$ cat config.mk
export PLATFORM = sky130hd
export DESIGN_NAME = cfg_chan_engine
export DESIGN_NICKNAME = d
export VERILOG_FILES = /design/src/rtl/cfg_chan_engine.sv
export SDC_FILE = /design/constraint.sdc
export NUM_CORES = 1
export LEC_CHECK = 0
export BUFFER_PORTS_ARGS = -buffer_cell sky130_fd_sc_hd__buf_2
export CORE_MARGIN = 2
export CORE_UTILIZATION = 45
export CTS_CLUSTER_DIAMETER = 100
export DETAILED_ROUTE_END_ITERATION = 10
export GPL_TIMING_DRIVEN = 0
export PLACE_DENSITY = 0.76
export SLEW_MARGIN = 40
export SYNTH_ARGS = -nofsm -noshare
export SYNTH_HDL_FRONTEND = slang
export SYNTH_SLANG_ARGS = --single-unit
$ cat constraint.sdc
create_clock -name clk -period 4.12 [get_ports clk]
set_input_delay 0.412 -clock clk [delete_from_list [all_inputs] [get_ports clk]]
set_output_delay 0.412 -clock clk [all_outputs]
set_load 0.01 [all_outputs]
$ cat src/rtl/cfg_chan_engine.sv
module cfg_chan_engine #(
  parameter int N_OSC = 4,
  parameter logic [N_OSC*32-1:0] OSC_INIT = {32'h02FA_F080, 32'h017D_7840, 32'h00B7_1B00, 32'h0165_A0BC}
) (
  input  logic        clk,
  input  logic        rst_n,
  input  logic        ctrl_we,
  input  logic [31:0] ctrl_wdata,
  input  logic        dout_we,
  input  logic [31:0] dout_wdata,
  input  logic [11:0] osc_raddr,
  output logic [31:0] ctrl_q,
  output logic [31:0] dout_q,
  output logic [31:0] rtn_q,
  output logic [1:0]  stat_q,
  output logic [31:0] osc_rdata
);
  localparam logic [31:0] KEEP_MASK = 32'h43F0_0FFF;
  localparam logic [31:0] CTRL_RST  = 32'h0010_0000;

  logic [31:0] osc [N_OSC];
  logic        pend;
  logic [31:0] sel_val;

  wire [11:0] dev   = ctrl_q[11:0];
  wire [5:0]  func  = ctrl_q[25:20];
  wire        wr    = ctrl_q[30];
  wire        legal = (func == 6'd1) && ({20'd0, dev} < 32'(N_OSC));
  wire        fire  = pend && !ctrl_we;

  always_comb begin
    sel_val   = '0;
    osc_rdata = '0;
    for (int i = 0; i < N_OSC; i++) begin
      if (dev == 12'(i))       sel_val   = osc[i];
      if (osc_raddr == 12'(i)) osc_rdata = osc[i];
    end
  end

  always_ff @(posedge clk) begin
    if (!rst_n) begin
      ctrl_q <= CTRL_RST;
      dout_q <= '0;
      rtn_q  <= '0;
      stat_q <= '0;
      pend   <= 1'b0;
    end else begin
      if (dout_we) dout_q <= dout_wdata;
      if (ctrl_we) begin
        ctrl_q <= ctrl_wdata & KEEP_MASK;
        stat_q <= '0;
        pend   <= ctrl_wdata[31];
      end else if (pend) begin
        pend   <= 1'b0;
        stat_q <= {!legal, 1'b1};
        if (legal && !wr) rtn_q <= sel_val;
      end
    end
  end

  for (genvar g = 0; g < N_OSC; g++) begin : g_osc
    always_ff @(posedge clk) begin
      if (!rst_n)
        osc[g] <= OSC_INIT[g*32 +: 32];
      else if (fire && wr && legal && dev == 12'(g))
        osc[g] <= dout_q;
    end
  end

  a_r2_write_clears_status: assert property (@(posedge clk) disable iff (!rst_n)
    ctrl_we |=> stat_q == 2'b00);
  a_r3_done_after_start: assert property (@(posedge clk) disable iff (!rst_n)
    (ctrl_we && ctrl_wdata[31]) ##1 !ctrl_we |=> stat_q[0]);
  a_r4_error_implies_done: assert property (@(posedge clk) disable iff (!rst_n)
    stat_q[1] |-> stat_q[0]);
  a_r4_error_keeps_return: assert property (@(posedge clk) disable iff (!rst_n)
    $rose(stat_q[1]) |-> $stable(rtn_q));
  a_r6_return_moves_on_success: assert property (@(posedge clk) disable iff (!rst_n)
    !$stable(rtn_q) |-> stat_q == 2'b01);
  a_r9_dout_holds: assert property (@(posedge clk) disable iff (!rst_n)
    !dout_we |=> $stable(dout_q));
endmodule

# == Yosys cells after proc, flatten, opt, wreduce, memory -nomap -nowiden ==
# Memories as Yosys holds them, arrays and structs flattened.
# Index checks and enable logic that the tools add are counted.
# totals
inputBits,80
mem_bits_rw,128
regBits,86
output_inout_bits,130
wordCells,62
mem_count,1
# mem_list
memory,words,width,rd,rd_ports_with_merged_regs,wr,line_no,source
osc,4,32,4,0,4,21,logic [31:0] osc [N_OSC];
# op_classes
bitwise_logic,6
mux,25
n_eq_ne,7
magnitude_cmp,1
n_reduce_logical,17
# ops
op,count
$mux W32,12
$eq A12 B2 Y1 const B,4
$eq A12 B1 Y1 const B,2
$logic_not A12 Y1,2
$mux W1,13
$lt A12 B3 Y1 const B,1
$logic_and A1 B1 Y1,9
$eq A6 B1 Y1 const B,1
$or A1 B1 Y1,4
$logic_not A1 Y1,3
$reduce_and A3 Y1,1
$not A1 Y1,2
$reduce_and A2 Y1,1
$reduce_or A2 Y1,1

# == Depth between registers and ports, before layout ==
# Gate-level depths: netlist (run 1).
# logic_depth
ltp_word,9
ltp_mapped,7
mapped_depth_nobuf,4

# == Worst setup path before layout (run 1) ==
# No wires, ideal clock.
# synth_timing
path_kind,register to register
startpoint,register ctrl_q[22]
endpoint,memory osc[1][0] (enable)
setup_time_ns,0.470
t_required_ns,3.650
period_less_slack_ns,4.467
path_slack_ns,-0.347
arrival_time_ns,3.997
path_stages_with_launch,6
n_path_buf,2
cell_sequence,dfxtp_1 > or4_1 > clkbuf_1 > or3_4 > buf_2 > o31ai_1
# synth_lines
item,line_no,source
start: declaration,12,"output logic [31:0] ctrl_q,"
start signal: assignment,50,ctrl_q <= ctrl_wdata & KEEP_MASK;
end: declaration,21,

==> impl_metrics.tcl, run 1 <==
set metrics [dict create \
    status "completed" \
    crit_arrival_ps 3500 \
    clock_sinks 214 \
    wl_per_cell_um 23.00 \
    tightestPinTransition_ps 803.6 \
    tns_ps 0 \
    slowest_stage "nor4_1" \
    synth_compound_area_frac 0.07897 \
    grt_util_all_layers 0.2701 \
    cp_cell_sequence "nor4_1, nand3_1, or3_1, o21ai_4, buf_8, buf_8" \
    yosysSeqAreaShare 0.5480 \
    min_path_cells 3 \
    synth_top_area_frac 0.3785 \
    r2r_slack_ps 850 \
    cap_violations 0 \
    crit_top_cell "buf_8" \
    pre_cts_slack_ps 1002 \
    p_per_area_nw_per_um2 407.9 \
    place.port_buffers 181 \
    cts_resized 0 \
    worstSkewPairLatency_ps 550 \
    muxShareOfSynthArea 0.1518 \
    ys_ff_latch 214 \
    p_clk_frac 0.429 \
    synth_top_flop_cell "edfxtp_1" \
    cts_root_buf "clkbuf_16" \
    synth_xor_area_frac 0 \
    min_path_type "in2reg" \
    drt_wl_total_um 32450 \
    n_antenna_cell 0 \
    h-tree-depth 1 \
    cts_setup_buffers 0 \
    critical_path_class "reg2reg" \
    reg2reg_depth 6 \
    worstSetupEndpointType "flop" \
    reg2reg_from "ctrl_q[4]$_SDFFE_PN0P_" \
    synth_area_um2 10160 \
    p_switching_mw 1.273 \
    synthArstFlopShare 0 \
    drive_gt1_frac 0.2626 \
    drt_pass1_iterations 6 \
    clk_pin_slew_ps 60 \
    fp.dieH_um 154.2 \
    finalMaxSlewViolations 0 \
    grt_pass1_wl_um 49000 \
    yosys-top-cells-area "edfxtp_1 (38%), dfxtp_1 (17%), mux2i_1 (8.1%), mux4_2 (7.1%), nor2b_1 (5.2%)" \
    floorplan.initialDensity 0.4625 \
    cp_max_fo 15 \
    num_rows 54 \
    leakagePower_nw 4.502 \
    yosys_warnings 0 \
    regArea_um2 5565 \
    synthAdderAreaFrac 0 \
    ys_types 33 \
    drtIter0Drc 1075 \
    die_w_um 154.2 \
    p_comb_frac 0.103 \
    required_ps 4350 \
    drc 0 \
    clockBufferDepth 3 \
    rsz0062_at_grt "no" \
    period_share 0.7930 \
    hp-start "ctrl_wdata[20]" \
    whs_endpoint "ctrl_q[20]$_SDFFE_PN1P_" \
    slew_headroom 0.4643 \
    vias 8626 \
    synth_top_family_by_area "simple AND/OR/NAND/NOR gates" \
    skew_ps 29.97 \
    holdBufCountCts 0 \
    viasPerCell 6.113 \
    dp_hpwl_um 23070 \
    ioPinCount 210 \
    synth_most_common_cell "edfxtp_1" \
    grt_pass1_vias 8571 \
    yosys.area_share.simple 0.1757 \
    seqPwrFrac 0.468 \
    avgSynthCellArea_um2 11.50 \
    synth_common_cells "edfxtp_1 (128), o21ai_0 (98), dfxtp_1 (86)" \
    setup_slack_ps 853.0 \
    grt-ovfl-total 0 \
    die_area_um2 23790 \
    sw_frac_of_total 0.2502 \
    yosysTopAreaCell "edfxtp_1" \
    finalSetupViolations 0 \
    peakVddDrop_mv 0.3115 \
    gp_congestion 0.9467 \
    start_kind "flop" \
    internal_power_mw 3.815 \
    synth_edf_count 128 \
    nNetsFinal 1193 \
    fmax_mhz 306.1 \
    core_um2 21960 \
    synth_cells 883 \
    area_growth_pct 22.82 \
    finalHoldViolations 0 \
    fillers 1787 \
    reg2reg_to "osc[3][21]$_SDFFCE_PN1P_" \
    cts_buffers 24 \
    max_stage_delay_ps 670 \
    grt_max_degree 16 \
    multi_input_area_um2 4235 \
    antenna_left 0 \
    period_needed_ps 3267 \
    hold_slack_ps 85.97 \
    grt_antenna_before_repair 0 \
    tritoncts "done" \
]
## power groups by stage
stage	combinational (mW)	sequential [mW]	clock [mW]
after global routing	0.553	2.39	2.28
after detailed placement	0.509	2.42	0
after CTS	0.512	2.38	2.18
final	0.522	2.38	2.18
after global placement	0.479	2.43	0
after floorplan	0.293	2.42	0
## stage by stage
stage          power [mW]  utilization  std cells  area (um^2)
2_1_floorplan       2.713            -        895        10200
3_3_place_gp        2.908       0.5218       1356        11460
3_5_place_dp        2.933       0.5307       1367        11650
4_1_cts             5.076       0.5679       1411        12470
5_1_grt             5.223       0.5680       1411        12470
6_report            5.088       0.5680       1411        12470
## sequential cells by signal (all words and copies together) (netlist names)
name,count
osc,128
pend,1
dout_q,32
ctrl_q,19
rtn_q,32
stat_q,2
## layer usage
layer	up-vias	share of wire	global-route usage
li1	3761	-	-
met1	4008	0.37	0.3507
met2	706	0.45	0.4281
met3	151	0.13	0.06528
met4	0	0.047	0.1300
met5	-	0	0
## how the worst max path moves through the flow
| stage | start | end | slack (ps) | cells past startpoint |
|---|---|---|---|---|
| after detailed placement | ctrl_q[4]$_SDFFE_PN0P_ | osc[1][19]$_SDFFCE_PN0P_ | 1000 | 7 |
| final | ctrl_q[4]$_SDFFE_PN0P_ | osc[3][21]$_SDFFCE_PN1P_ | 850 | 6 |
| after floorplan | ctrl_q[22]$_SDFFE_PN0P_ | osc[1][0]$_SDFFCE_PN0P_ | -350 | 5 |
| after global routing | ctrl_q[4]$_SDFFE_PN0P_ | osc[1][12]$_SDFFCE_PN1P_ | 720 | 7 |
| after global placement | ctrl_q[4]$_SDFFE_PN0P_ | osc[1][18]$_SDFFCE_PN1P_ | -2320 | 5 |
| after CTS | ctrl_q[4]$_SDFFE_PN0P_ | osc[3][10]$_SDFFCE_PN0P_ | 940 | 6 |
## area by class of cell
cell class                 count  area share
buffer                       101     0.03681
clock buffer                  38     0.05908
clock inverter                 6    0.006420
inverter                       1   0.0003009
multi-input combinational    579      0.3396
sequential                   214      0.4462
tap                          280     0.02809
timing repair buffer         192     0.08356
## cells by family (layout without fill, tap and decap cells)
| group | Yosys count | after routing |
|---|---|---|
| and+or+nand+nor | 318 | 318 |
| DFF | 214 | 214 |
| AOI/OAI and AO/OA | 134 | 134 |
| muxes | 114 | 114 |
| buffers and inverters | 102 | 338 |
| other | 1 | 13 |
## worst max-delay path, delay by kind of cell, from the launching register on
family                 cells  cell delay (ps)
buffers and inverters      2              420
DFF                        1              330
and+or+nand+nor            3             1720
AOI/OAI and AO/OA          1              460
## cell usage in the layout, fill, tap and decap left out, drive strengths merged
cell type	instances
mux2i	82
inv	1
dfxtp	86
o41a	1
nor2	6
nand2b	8
nor4	56
or4	20
or3	2
o2bb2ai	32
and2	6
buf	223
clkinv	5
conb	13
o21ai	98
edfxtp	128
nand4	1
nor2b	84
nor3	49
nand3	16
bufinv	1
nand3b	1
and3b	1
o31ai	2
mux4	32
a21oi	1
and3	2
nand2	65
nor3b	1
clkbuf	108
(Power assumes the default switching activity.)
==> run 2: changes to the inputs <==
Settings changed: PLACE_DENSITY 0.76 to 0.74.
Clock period 4.12 ns to 3.3 ns, I/O delays scaled along.
==> run 2 against run 1 <==
Sequential power rose by 25%. Worst hold slack got worse by 61 ps. Routed wire length fell by 1.7%. Worst setup slack got worse by 690 ps. Cell area fell by 0.10%. Largest cell class unchanged. Power rose by 22%. Clock power rose by 19%. Critical path type unchanged. Clock skew rose by 10 ps.
==> impl_metrics.tcl, run 2 (synthesis gave the netlist of run 1 again) <==
set metrics [dict create \
    finalMaxSlewViolations 0 \
    gp_congestion 0.9272 \
    clockBufferDepth 3 \
    place.port_buffers 181 \
    dp_hpwl_um 22960 \
    die_area_um2 23790 \
    antenna_left 0 \
    num_rows 54 \
    cp_max_fo 15 \
    floorplan.initialDensity 0.4625 \
    vias 8546 \
    worstSkewPairLatency_ps 550 \
    start_kind "flop" \
    drtIter0Drc 1064 \
    peakVddDrop_mv 0.3213 \
    reg2reg_depth 6 \
    p_per_area_nw_per_um2 499.2 \
    top_register "osc" \
    fillers 1828 \
    period_share 0.9520 \
    cp_cell_sequence "nor4_1, nand3_1, or3_1, o21ai_4, buf_16, buf_16" \
    rsz0062_at_grt "no" \
    crit_family "simple AND/OR/NAND/NOR gates" \
    grt_max_degree 16 \
    grt_pass1_vias 8364 \
    reg2reg_to "osc[3][25]$_SDFFCE_PN1P_" \
    required_ps 3530 \
    utilization 0.5675 \
    hp-start "ctrl_wdata[31]" \
    grt_pass1_wl_um 48260 \
    ioPinCount 210 \
    largest_reg_flops 128 \
    fmax_mhz 318.3 \
    cts_root_buf "clkbuf_16" \
    nNetsFinal 1195 \
    viasPerCell 6.052 \
    holdBufCountCts 1 \
    pre_cts_slack_ps 269.5 \
    tns_ps 0 \
    leakagePower_nw 4.485 \
    wl_per_cell_um 22.58 \
    cts_resized 0 \
    finalHoldViolations 0 \
    r2r_slack_ps 160 \
    cts_buffers 24 \
    drt_pass1_iterations 6 \
    final_cell_mix "buf_2 (192), edfxtp_1 (128), o21ai_0 (96), dfxtp_1 (86), nor2b_1 (84)" \
    grt-ovfl-total 0 \
    crit_arrival_ps 3370 \
    slowest_stage "nor4_1" \
    grt_util_all_layers 0.2642 \
    crit_top_cell "buf_16" \
    cts_setup_buffers 0 \
    whs_endpoint "pend$_SDFF_PN0_" \
    max_stage_delay_ps 680 \
    status "completed" \
    cap_violations 0 \
    slew_headroom 0.4947 \
    clock_sinks 214 \
    dp.cells 1368 \
    reg_top3 "osc x128, dout_q x32, rtn_q x32" \
    core_um2 21960 \
    finalSetupViolations 0 \
    critical_path_class "reg2reg" \
    drc 0 \
    crit_buf_inv 2 \
    worstSetupEndpointType "flop" \
    min_path_cells 2 \
    skew_ps 39.97 \
    setup_slack_ps 158.3 \
    area_growth_pct 22.69 \
    die_w_um 154.2 \
    clk_pin_slew_ps 60 \
    period_needed_ps 3142 \
    fin_cells 1412 \
    tritoncts "done" \
    h-tree-depth 1 \
    tightestPinTransition_ps 751.0 \
    min_path_type "in2reg" \
    fp.dieH_um 154.2 \
    n_antenna_cell 0 \
    drt_wl_total_um 31890 \
    mostFrequentLayoutCell "buf_2" \
    grt_antenna_before_repair 0 \
    reg2reg_from "ctrl_q[4]$_SDFFE_PN0P_" \
    drive_gt1_frac 0.2571 \
]
-- run 2: cell types whose count changed in the layout (fill, tap and decap cells not counted), moves of 2 or more --
cell,before,now
clkinv_1,0,8
clkbuf_8,4,0
clkinv_2,4,1
buf_16,1,3
buf_8,3,1
clkbuf_1,75,73
clkbuf_16,26,24
-- run 2: area by class of cell --
type,instances,area [um^2],area share
Clock inverter,14,142.6,0.01145
Buffer,101,459.2,0.03685
Tap cell,280,350.3,0.02812
Sequential cell,214,5565,0.4466
Inverter,1,3.754,0.0003012
Clock buffer,29,619.3,0.04970
Timing Repair Buffer,194,1085,0.08706
Multi-Input combinational cell,579,4235,0.3399
-- run 2: worst max path at each step --
stage / from / cells after the start / endpoint / slack [ps]
after floorplan: ctrl_q[22]$_SDFFE_PN0P_ / 5 / osc[0][0]$_SDFFCE_PN0P_ / -170
after global placement: ctrl_q[4]$_SDFFE_PN0P_ / 5 / osc[1][21]$_SDFFCE_PN1P_ / -1420
after detailed placement: ctrl_q[5]$_SDFFE_PN0P_ / 7 / osc[0][15]$_SDFFCE_PN1P_ / 270
after CTS: ctrl_q[4]$_SDFFE_PN0P_ / 6 / osc[3][25]$_SDFFCE_PN1P_ / 250
after global routing: ctrl_q[4]$_SDFFE_PN0P_ / 6 / osc[2][4]$_SDFFCE_PN0P_ / 90
final: ctrl_q[4]$_SDFFE_PN0P_ / 6 / osc[3][25]$_SDFFCE_PN1P_ / 160
-- run 2: power by group --
part,internal [mW],switching (mW),total (mW),leakage (nW)
Combinational,0.250,0.401,0.651,2.25
Sequential,2.90,0.0766,2.97,1.87
Clock,1.50,1.10,2.60,0.366
-- run 2: per-stage QoR --
stage / hold WS (ps) / area, um^2 / total power, mW
global placement: 442.1 / 11470 / 3.630
finish: 24.57 / 12460 / 6.221
detailed placement: 445.0 / 11690 / 3.664
floorplan: 456.7 / 10220 / 3.387
CTS: 16.57 / 12460 / 6.207
global route: 19.64 / 12460 / 6.387
-- run 2: layer usage --
| layer | routed length (um) | track usage | vias up |
|---|---|---|---|
| met5 | 0 | 0 | - |
| met4 | 1421 | 0.1228 | 0 |
| met3 | 4142 | 0.07677 | 126 |
| met2 | 14240 | 0.4138 | 633 |
| met1 | 12090 | 0.3405 | 4024 |
| li1 | - | - | 3763 |
